File: config.mk
export PLATFORM = sky130hd
export DESIGN_NAME = bus_err_capture
export DESIGN_NICKNAME = d
export VERILOG_FILES = /design/src/rtl/bec_pkg.sv /design/src/rtl/bec_addr_fix.sv /design/src/rtl/bec_syn_half.sv /design/src/rtl/bus_err_capture.sv
export SDC_FILE = /design/constraint.sdc
export NUM_CORES = 1
export LEC_CHECK = 0
export ABC_CLOCK_PERIOD_IN_PS = 1640
export BUFFER_PORTS_ARGS = -buffer_cell sky130_fd_sc_hd__buf_2
export CAP_MARGIN = 20
export CORE_MARGIN = 2
export CORE_UTILIZATION = 25
export CTS_CLUSTER_SIZE = 40
export DETAILED_ROUTE_END_ITERATION = 6
export PLACE_DENSITY = 0.5
export SYNTH_ARGS = -nofsm -noshare
export SYNTH_HDL_FRONTEND = slang
export SYNTH_SLANG_ARGS = --single-unit
File: constraint.sdc
create_clock -name clk -period 1.64 [get_ports clk]
set_input_delay 0.082 -clock clk [delete_from_list [all_inputs] [get_ports clk]]
set_output_delay 0.082 -clock clk [all_outputs]
set_load 0.01 [all_outputs]
File: src/rtl/bec_pkg.sv
package bec_pkg;
  localparam int SYN_HALF_W  = 16;
  localparam int SYN_FIELD_W = 7;
  localparam int SYN_VLD_BIT = 15;
  localparam int SYN_SGL_BIT = 14;

  typedef enum logic [1:0] {
    CLS_NONE    = 2'd0,
    CLS_TIMEOUT = 2'd1,
    CLS_OVERRUN = 2'd2,
    CLS_ECC     = 2'd3
  } err_cls_t;

  function automatic logic [SYN_HALF_W-1:0] syn_keep(input logic [SYN_HALF_W-1:0] raw);
    logic [SYN_HALF_W-1:0] m;
    m = '0;
    m[SYN_VLD_BIT] = raw[SYN_VLD_BIT];
    m[SYN_SGL_BIT] = raw[SYN_SGL_BIT];
    m[SYN_FIELD_W-1:0] = raw[SYN_FIELD_W-1:0];
    return m;
  endfunction
endpackage

File: src/rtl/bec_addr_fix.sv
module bec_addr_fix #(
  parameter int ADDR_W  = 28,
  parameter int FIX_W   = 12,
  parameter int FIX_OFS = 5
) (
  input  logic [ADDR_W-1:0] addr_in,
  input  logic              is_ecc,
  input  logic              is_write,
  output logic [ADDR_W-1:0] addr_out
);
  logic [FIX_W-1:0] low_adj;
  logic             rewind;

  always_comb begin
    rewind  = is_ecc && !is_write;
    low_adj = addr_in[FIX_W-1:0] - FIX_W'(FIX_OFS);
  end

  generate
    if (ADDR_W > FIX_W) begin : g_split
      always_comb begin
        addr_out = rewind ? {addr_in[ADDR_W-1:FIX_W], low_adj} : addr_in;
      end
    end else begin : g_flat
      always_comb begin
        addr_out = rewind ? low_adj[ADDR_W-1:0] : addr_in;
      end
    end
  endgenerate
endmodule

File: src/rtl/bec_syn_half.sv
module bec_syn_half
  import bec_pkg::*;
(
  input  logic                  clk,
  input  logic                  rst_n,
  input  logic                  cap,
  input  logic                  clr,
  input  logic [SYN_HALF_W-1:0] raw,
  output logic [SYN_HALF_W-1:0] q
);
  logic                  en;
  logic [SYN_HALF_W-1:0] q_nxt;

  always_comb begin
    en    = cap || clr;
    q_nxt = cap ? syn_keep(raw) : '0;
  end

  always_ff @(posedge clk or negedge rst_n) begin
    if (!rst_n)  q <= '0;
    else if (en) q <= q_nxt;
  end

  AST_SYN_HOLD: assert property (@(posedge clk) disable iff (!rst_n)
    (!cap && !clr) |=> $stable(q));

  AST_SYN_PAD: assert property (@(posedge clk) disable iff (!rst_n)
    cap |=> (q[SYN_SGL_BIT-1:SYN_FIELD_W] == '0));
endmodule

File: src/rtl/bus_err_capture.sv
module bus_err_capture
  import bec_pkg::*;
#(
  parameter int ADDR_W  = 28,
  parameter int FIX_W   = 12,
  parameter int FIX_OFS = 5
) (
  input  logic              clk,
  input  logic              rst_n,
  input  logic              ev_strobe,
  input  logic              ev_cpu,
  input  logic              ev_write,
  input  logic              ev_ecc,
  input  logic [ADDR_W-1:0] ev_addr,
  input  logic [15:0]       syn_lo,
  input  logic [15:0]       syn_hi,
  input  logic              reg_addr,
  input  logic              reg_wr,
  input  logic [31:0]       reg_wdata,
  output logic [31:0]       reg_rdata,
  output logic              irq,
  output logic [1:0]        err_class,
  output logic [15:0]       bank_syn
);
  localparam int EAR_W = ADDR_W + 4;

  logic rst_q1, rst_q2;
  always_ff @(posedge clk or negedge rst_n) begin
    if (!rst_n) begin
      rst_q1 <= 1'b0;
      rst_q2 <= 1'b0;
    end else begin
      rst_q1 <= 1'b1;
      rst_q2 <= rst_q1;
    end
  end

  logic ack, cap, ear_en, wdata_any;
  logic ear_valid, ear_cpu, ear_wr, ear_ecc;
  logic ear_valid_nxt, ear_cpu_nxt, ear_wr_nxt, ear_ecc_nxt;
  logic [ADDR_W-1:0] ear_addr, ear_addr_nxt, fixed_addr;
  logic [EAR_W-1:0]  ear_word;
  logic [15:0]       syn_q [2];
  logic [31:0]       syn_word;
  err_cls_t          cls;

  always_comb begin
    wdata_any = |reg_wdata;
    ack       = reg_wr && (reg_addr == 1'b0);
    cap       = ev_strobe && (!ear_valid || ack);
    ear_en    = cap || ack;
  end

  bec_addr_fix #(.ADDR_W(ADDR_W), .FIX_W(FIX_W), .FIX_OFS(FIX_OFS)) u_fix (
    .addr_in (ev_addr),
    .is_ecc  (ev_ecc),
    .is_write(ev_write),
    .addr_out(fixed_addr)
  );

  always_comb begin
    ear_valid_nxt = cap;
    ear_cpu_nxt   = cap && ev_cpu;
    ear_wr_nxt    = cap && ev_write;
    ear_ecc_nxt   = cap && ev_ecc;
    ear_addr_nxt  = cap ? fixed_addr : '0;
  end

  always_ff @(posedge clk or negedge rst_q2) begin
    if (!rst_q2) begin
      ear_valid <= 1'b0;
      ear_cpu   <= 1'b0;
      ear_wr    <= 1'b0;
      ear_ecc   <= 1'b0;
      ear_addr  <= '0;
    end else if (ear_en) begin
      ear_valid <= ear_valid_nxt;
      ear_cpu   <= ear_cpu_nxt;
      ear_wr    <= ear_wr_nxt;
      ear_ecc   <= ear_ecc_nxt;
      ear_addr  <= ear_addr_nxt;
    end
  end

  logic [15:0] syn_in [2];
  always_comb begin
    syn_in[0] = syn_lo;
    syn_in[1] = syn_hi;
  end

  generate
    for (genvar b = 0; b < 2; b++) begin : g_bank
      bec_syn_half u_half (
        .clk  (clk),
        .rst_n(rst_q2),
        .cap  (cap),
        .clr  (ack),
        .raw  (syn_in[b]),
        .q    (syn_q[b])
      );
    end
  endgenerate

  always_comb begin
    ear_word = {ear_valid, ear_cpu, ear_wr, ear_ecc, ear_addr};
    syn_word = {syn_q[1], syn_q[0]};
    if (!ear_valid)   cls = CLS_NONE;
    else if (ear_ecc) cls = CLS_ECC;
    else if (ear_cpu) cls = CLS_TIMEOUT;
    else              cls = CLS_OVERRUN;
    reg_rdata = reg_addr ? syn_word : 32'(ear_word);
    irq       = ear_valid;
    err_class = cls;
    bank_syn  = !ear_valid ? 16'h0 : (ear_addr[0] ? syn_q[1] : syn_q[0]);
  end

  AST_CAPTURE: assert property (@(posedge clk) disable iff (!rst_q2)
    (!ear_valid && ev_strobe) |=> irq);

  AST_HOLD_FIRST: assert property (@(posedge clk) disable iff (!rst_q2)
    (ear_valid && !ack) |=> ($stable(ear_word) && $stable(syn_word)));

  AST_ACK_CLEAR: assert property (@(posedge clk) disable iff (!rst_q2)
    (ack && !ev_strobe && wdata_any) |=> (!irq && ear_word == '0));

  AST_RD_REWIND: assert property (@(posedge clk) disable iff (!rst_q2)
    (cap && ev_ecc && !ev_write) |=>
      (ear_addr[FIX_W-1:0] == FIX_W'($past(ev_addr[FIX_W-1:0]) - FIX_W'(FIX_OFS))));

  AST_SYN_WR_IGNORED: assert property (@(posedge clk) disable iff (!rst_q2)
    (reg_wr && reg_addr && !cap) |=> $stable(syn_word));
endmodule

# Word level (Yosys, flattened, before mapping)

Index checks and enable logic that the tools add are counted.
W data, S select, Z words.

Word-level logic and storage cells: 31
Memories: 0
Register bits: 66
Bits of input ports: 100
Bits in latches: 0
RAM bits: 0
Output and inout port bits: 51
ROM bits: 0

Shifts and indexed selects: 0
Muxes and demuxes: 10
Equal/unequal tests: 0
Bitwise operators: 1
Add/subtract/negate cells: 1
Multipliers: 0
Order comparisons: 0
Divide/modulo/power cells: 0
Reductions and logical operators: 10

Operators with widths:

| kind                    | number |
|---|---|
| $mux W16                | 4 |
| $mux W32                | 1 |
| $mux W28                | 1 |
| $mux W12                | 1 |
| $sub A12 B3 Y12 const B | 1 |
| $logic_and A1 B1 Y1     | 6 |
| $mux W2                 | 3 |
| $logic_not A1 Y1        | 2 |
| $logic_or A1 B1 Y1      | 2 |
| $not A1 Y1              | 1 |

# Longest topological paths before layout

Depth in word-level cells: 5
Gate-level depth with buffers: 7
Depth with buffers taken out: 6

# By module

Synthesis repeated with hierarchy kept, for this count alone.

Cell total of the unflattened synthesis: 264
Area total of the unflattened synthesis: 3104.2 um^2

Modules (own cells, without submodules):

| module          | area each (um^2) | instances | cells each |
|---|---|---|---|
| bus_err_capture | 1898.1           | 1         | 156 |
| bec_syn_half    | 392.9            | 2         | 28 |
| bec_addr_fix    | 420.4            | 1         | 52 |

# Worst setup path after synthesis

No wires, ideal clock.

Path type: register to register
Start point: register ear_valid (netlist: irq)
End point: register ear_addr[10]
Clock period less this slack: 1.282 ns
Stages on the path, launching flop included: 7
Data required time: 1.519 ns
Arrival: 1.161 ns
Path slack: 0.358 ns
Setup time: 0.121 ns
Path buffers: 3
Path through: dfrtp_1 o21ai_2 and2_1 clkbuf_2 buf_6 buf_6 a22o_1

Longest elaborated chain between the ends: 4
Elaborated cells between the ends (all ways): 5

RTL lines:

| element                                        | RTL line                                     | text |
|---|---|---|
| start, declared                                | bus_err_capture.sv:39                        | `logic ear_valid, ear_cpu, ear_wr, ear_ecc;` |
| start signal, assigned                         | bus_err_capture.sv:77                        | `ear_valid <= ear_valid_nxt;` |
| $logic_not A1 Y1 (*)                           | n/a                                          |  |
| $logic_or A1 B1 Y1 (*)                         | bus_err_capture.sv:50                        | `cap = ev_strobe && (!ear_valid \|\| ack);` |
| $logic_and A1 B1 Y1 (*)                        | bus_err_capture.sv:50                        |  |
| $mux W28 or $logic_or A1 B1 Y1 (tied branches) | bus_err_capture.sv:66, bus_err_capture.sv:51 |  |
| end signal, assigned                           | bus_err_capture.sv:81                        | `ear_addr <= ear_addr_nxt;` |
| end, declared                                  | bus_err_capture.sv:41                        | `logic [ADDR_W-1:0] ear_addr, ear_addr_nxt, fixed_addr;` |

Every way passes the cells marked *; elsewhere a longest branch is shown, timed or not.
A chain may end at the register's enable or synchronous reset.

# Worst setup path in the final report

Start point: register ear_valid (netlist: irq)
End point: output port reg_rdata[31]

Longest elaborated chain between the ends: 1

RTL lines:

| element       | RTL line               | text |
|---|---|---|
| $mux W32      | bus_err_capture.sv:111 | `reg_rdata = reg_addr ? syn_word : 32'(ear_word);` |
| end, declared | bus_err_capture.sv:20  | `output logic [31:0] reg_rdata,` |

No other way between the ends.

==> results.md <==
* WHS at 0.00773 ns
* CTS sink cnt at 52
* Synth cell types at 31
* Netlist Area Pre-Place at 0.00260 sq mm
* Hold path endpoint: ear_addr[13]
* Area contributors post-synth: dfrtp_1 50%, a22o_1 17%, mux2_2 7.4%
* Die ar. at 0.0112 sq mm
* Flop-to-flop setup slack at 0.38 ns
* Via count at 2130
* Synth top area share at 50.1%
* Top_reg_cell synth: dfrtp_1
* Outcome: finished, final reports clean
* Grt total ovfl at 0
* First-pass GRT wire length at 11300 microns
* Std-Cell Rows at 37
* Max VDD drop at 0.361 mV
* DP HPWL at 4860 microns
* Final nets at 439
* Clock Latency Late Sink at 0.30 ns
* Worst Reg-to-Reg Cells at 4
* Ys async rst share at 100%
* Die height at 106 microns
* Place WS at 0.333 ns
* Commonest non-fill, non-tap cell in the layout: buf_2
* Storage cell area at 0.00130 sq mm
* Sequential share of power at 48.8%
* Per-cell routed wire length at 14.7 microns
* WP data required at 1.56 ns
* RSZ-0062 raised after global routing: false
* Post-synthesis register bit count at 52
* Final WL at 6990 microns
* Min-delay src: ev_addr[13]
* Initial antenna violation count at 0
* Worst-case clock buffer depth at 2
* Post-synth EDFFs at 0
* FMAX at 706 MHz
* Commonest cells after routing, fill and taps aside: 97 x buf_2, 51 x dfrtp_1, 49 x a22o_1
* Syn Area/Cell at 11.7 sq um
* Min Clock Period, post-route at 1.42 ns
* Power share of the combinational group at 27.2%
* Initial core utilization at 25.5%
* Layout cell share with drive strength beyond 1 at 40.1%
* Filler instances at 1043
* Post-Route Skew at 0.00503 ns
* Post-route insts no fill at 475
* Fin Setup TNS at 0 ns
* CP Launch Type: register
* GPL Wtd Cong at 0.731
* Vias in the first global route at 2179
* Cts bufs inserted at 5
* WP data arrival at 1.33 ns
* Yosys warnings at 0
* Crit Path Class: register to output pin
* Worst hold path class: input port to register
* Worst-path maximum fanout at 12
* Drt drc at 0
* Switching part of the total at 30.0%
* P per Cell Area at 905 mW/mm^2
* Largest net degree at the start of global routing at 51
* Sw Pwr at 959 uW
* M2 GR Usage at 21.1%
* Layout area overhead at 36.1%
* Routed Antenna Nets at 0
* Final WS setup at 0.223 ns
* Clock-pin slew on the worst setup and hold paths at 0.09 ns
* TritonRoute pass-1 iters at 4
* Final Hold Fails at 0
* Most Crowded Layer GR: met2
* Placed insts at 445
* Max-slew violation count at 0
* Internal power at 2240 uW
* Ant. Diodes at 0
* Fin crit share at 86.4%
* Clock Tree Root: clkbuf_8
* Leakage at 0.00179 uW
* Vias/cell at 4.48
* Multi-input gate area at 0.00116 sq mm
* Max Cap Viol at 0
* Worst R2R End: ear_addr[20]
* Initial drt markers at 71
* Sequential element share of the synthesized area at 50.1%
* Endpoints failing setup at 0
* Core area at 0.0102 sq mm
* CTS H-tree lvls at 2
* Clock group share of total power at 24.1%
* Grt met3 use at 2.51%
* Hold Path Depth at 2
* Largest area contributor in the netlist: dfrtp_1
* Top Ports at 151
* Cell count after synthesis at 221
* RR Startpoint: irq
* Met1 usage at 17.1%
* DIE WIDTH at 106 microns
* CTS tree: done
* GRT Total Usage at 12.6%
* Worst Setup End Kind: output pin
* # port buffers at 97
==> worst max-delay path by stage <==
stage | startpoint | to | slack [ns]
2_1_floorplan | rst_q2 | ear_addr[0] | 0.09
3_3_place_gp | ev_write | ear_addr[11] | 0.35
3_5_place_dp | ev_addr[8] | ear_addr[10] | 0.33
4_1_cts | ear_addr[0] | bank_syn[1] | 0.20
5_1_grt | ear_addr[0] | bank_syn[1] | 0.11
6_report | irq | reg_rdata[31] | 0.22
==> flip-flops by register name (all words and copies together) (netlist names) <==
signal and cells:
ear_addr 28, g_bank.u_half.q 18, ear_cpu 1, ear_ecc 1
ear_wr 1, irq 1, rst_q1 1, rst_q2 1
==> repair_timing <==
item | 4_1_cts | 5_1_grt
gates resized for setup | 0 | 0
hold buffers | 22 | 0
hold endpoints to repair | 23 | 0
setup buffers | 0 | 0
==> layout make-up <==
cell class	count	share of cell area, %
clock buffers	6	2.34
well taps	136	4.81
inverters	5	0.531
clock inverters	2	0.283
flip-flops and latches	52	36.8
multi-input cells	146	33.0
repair buffers	128	22.2
==> power by group through the flow <==
| stage | combinational [uW] | sequential, uW | clock, uW |
|---|---|---|---|
| finish | 869 | 1560 | 770 |
| global placement | 836 | 1580 | 0 |
| global route | 956 | 1590 | 856 |
| detailed placement | 842 | 1590 | 0 |
| floorplan | 527 | 1560 | 0 |
| CTS | 886 | 1560 | 824 |
==> Yosys cell counts (all sizes together), types with 2 or more instances <==
master  count
dfrtp      52
nor2       15
nand2       3
mux2i       9
inv         5
conb        2
xor2        2
a22o       49
xnor2       9
nand4b      2
clkbuf      6
buf        18
o21ai       4
nand2b      4
nand3       2
mux2       17
nor2b      13
==> metrics by stage <==
step	utilization (%)	total power [uW]	cell area [sq um]
after CTS	34.7	3270	3530
after global placement	31.6	2420	3220
after floorplan	-	2090	2620
after detailed placement	31.6	2430	3220
after global routing	34.7	3400	3530
final	34.7	3200	3530
==> critical path: stages, from the launching register on <==
cell,delay [ns]
dfrtp_1,0.38
inv_1,0.09
buf_4,0.19
o21ai_0,0.21
buf_2,0.16
==> logic make-up (layout without fill, tap and decap cells) <==
| group | Yosys count | in the layout | synth area share [%] |
|---|---|---|---|
| adder cells (fa/ha/maj) | 1 | 1 | 0.482 |
| other | 2 | 8 | 0.289 |
| AND/OR/NAND/NOR | 45 | 45 | 9.98 |
| buffers and inverters | 29 | 141 | 6.36 |
| flip-flops | 52 | 52 | 50.1 |
| AO/OA/AOI/OAI | 55 | 55 | 18.2 |
| multiplexers | 26 | 26 | 10.8 |
| XOR/XNOR | 11 | 11 | 3.71 |
==> layer usage <==
layer	vias to the layer above	share of wire, %
li1	1013	-
met1	1049	47
met2	63	47
met3	5	4.8
met4	0	0.80
met5	-	0
(Power assumes the default switching activity.)
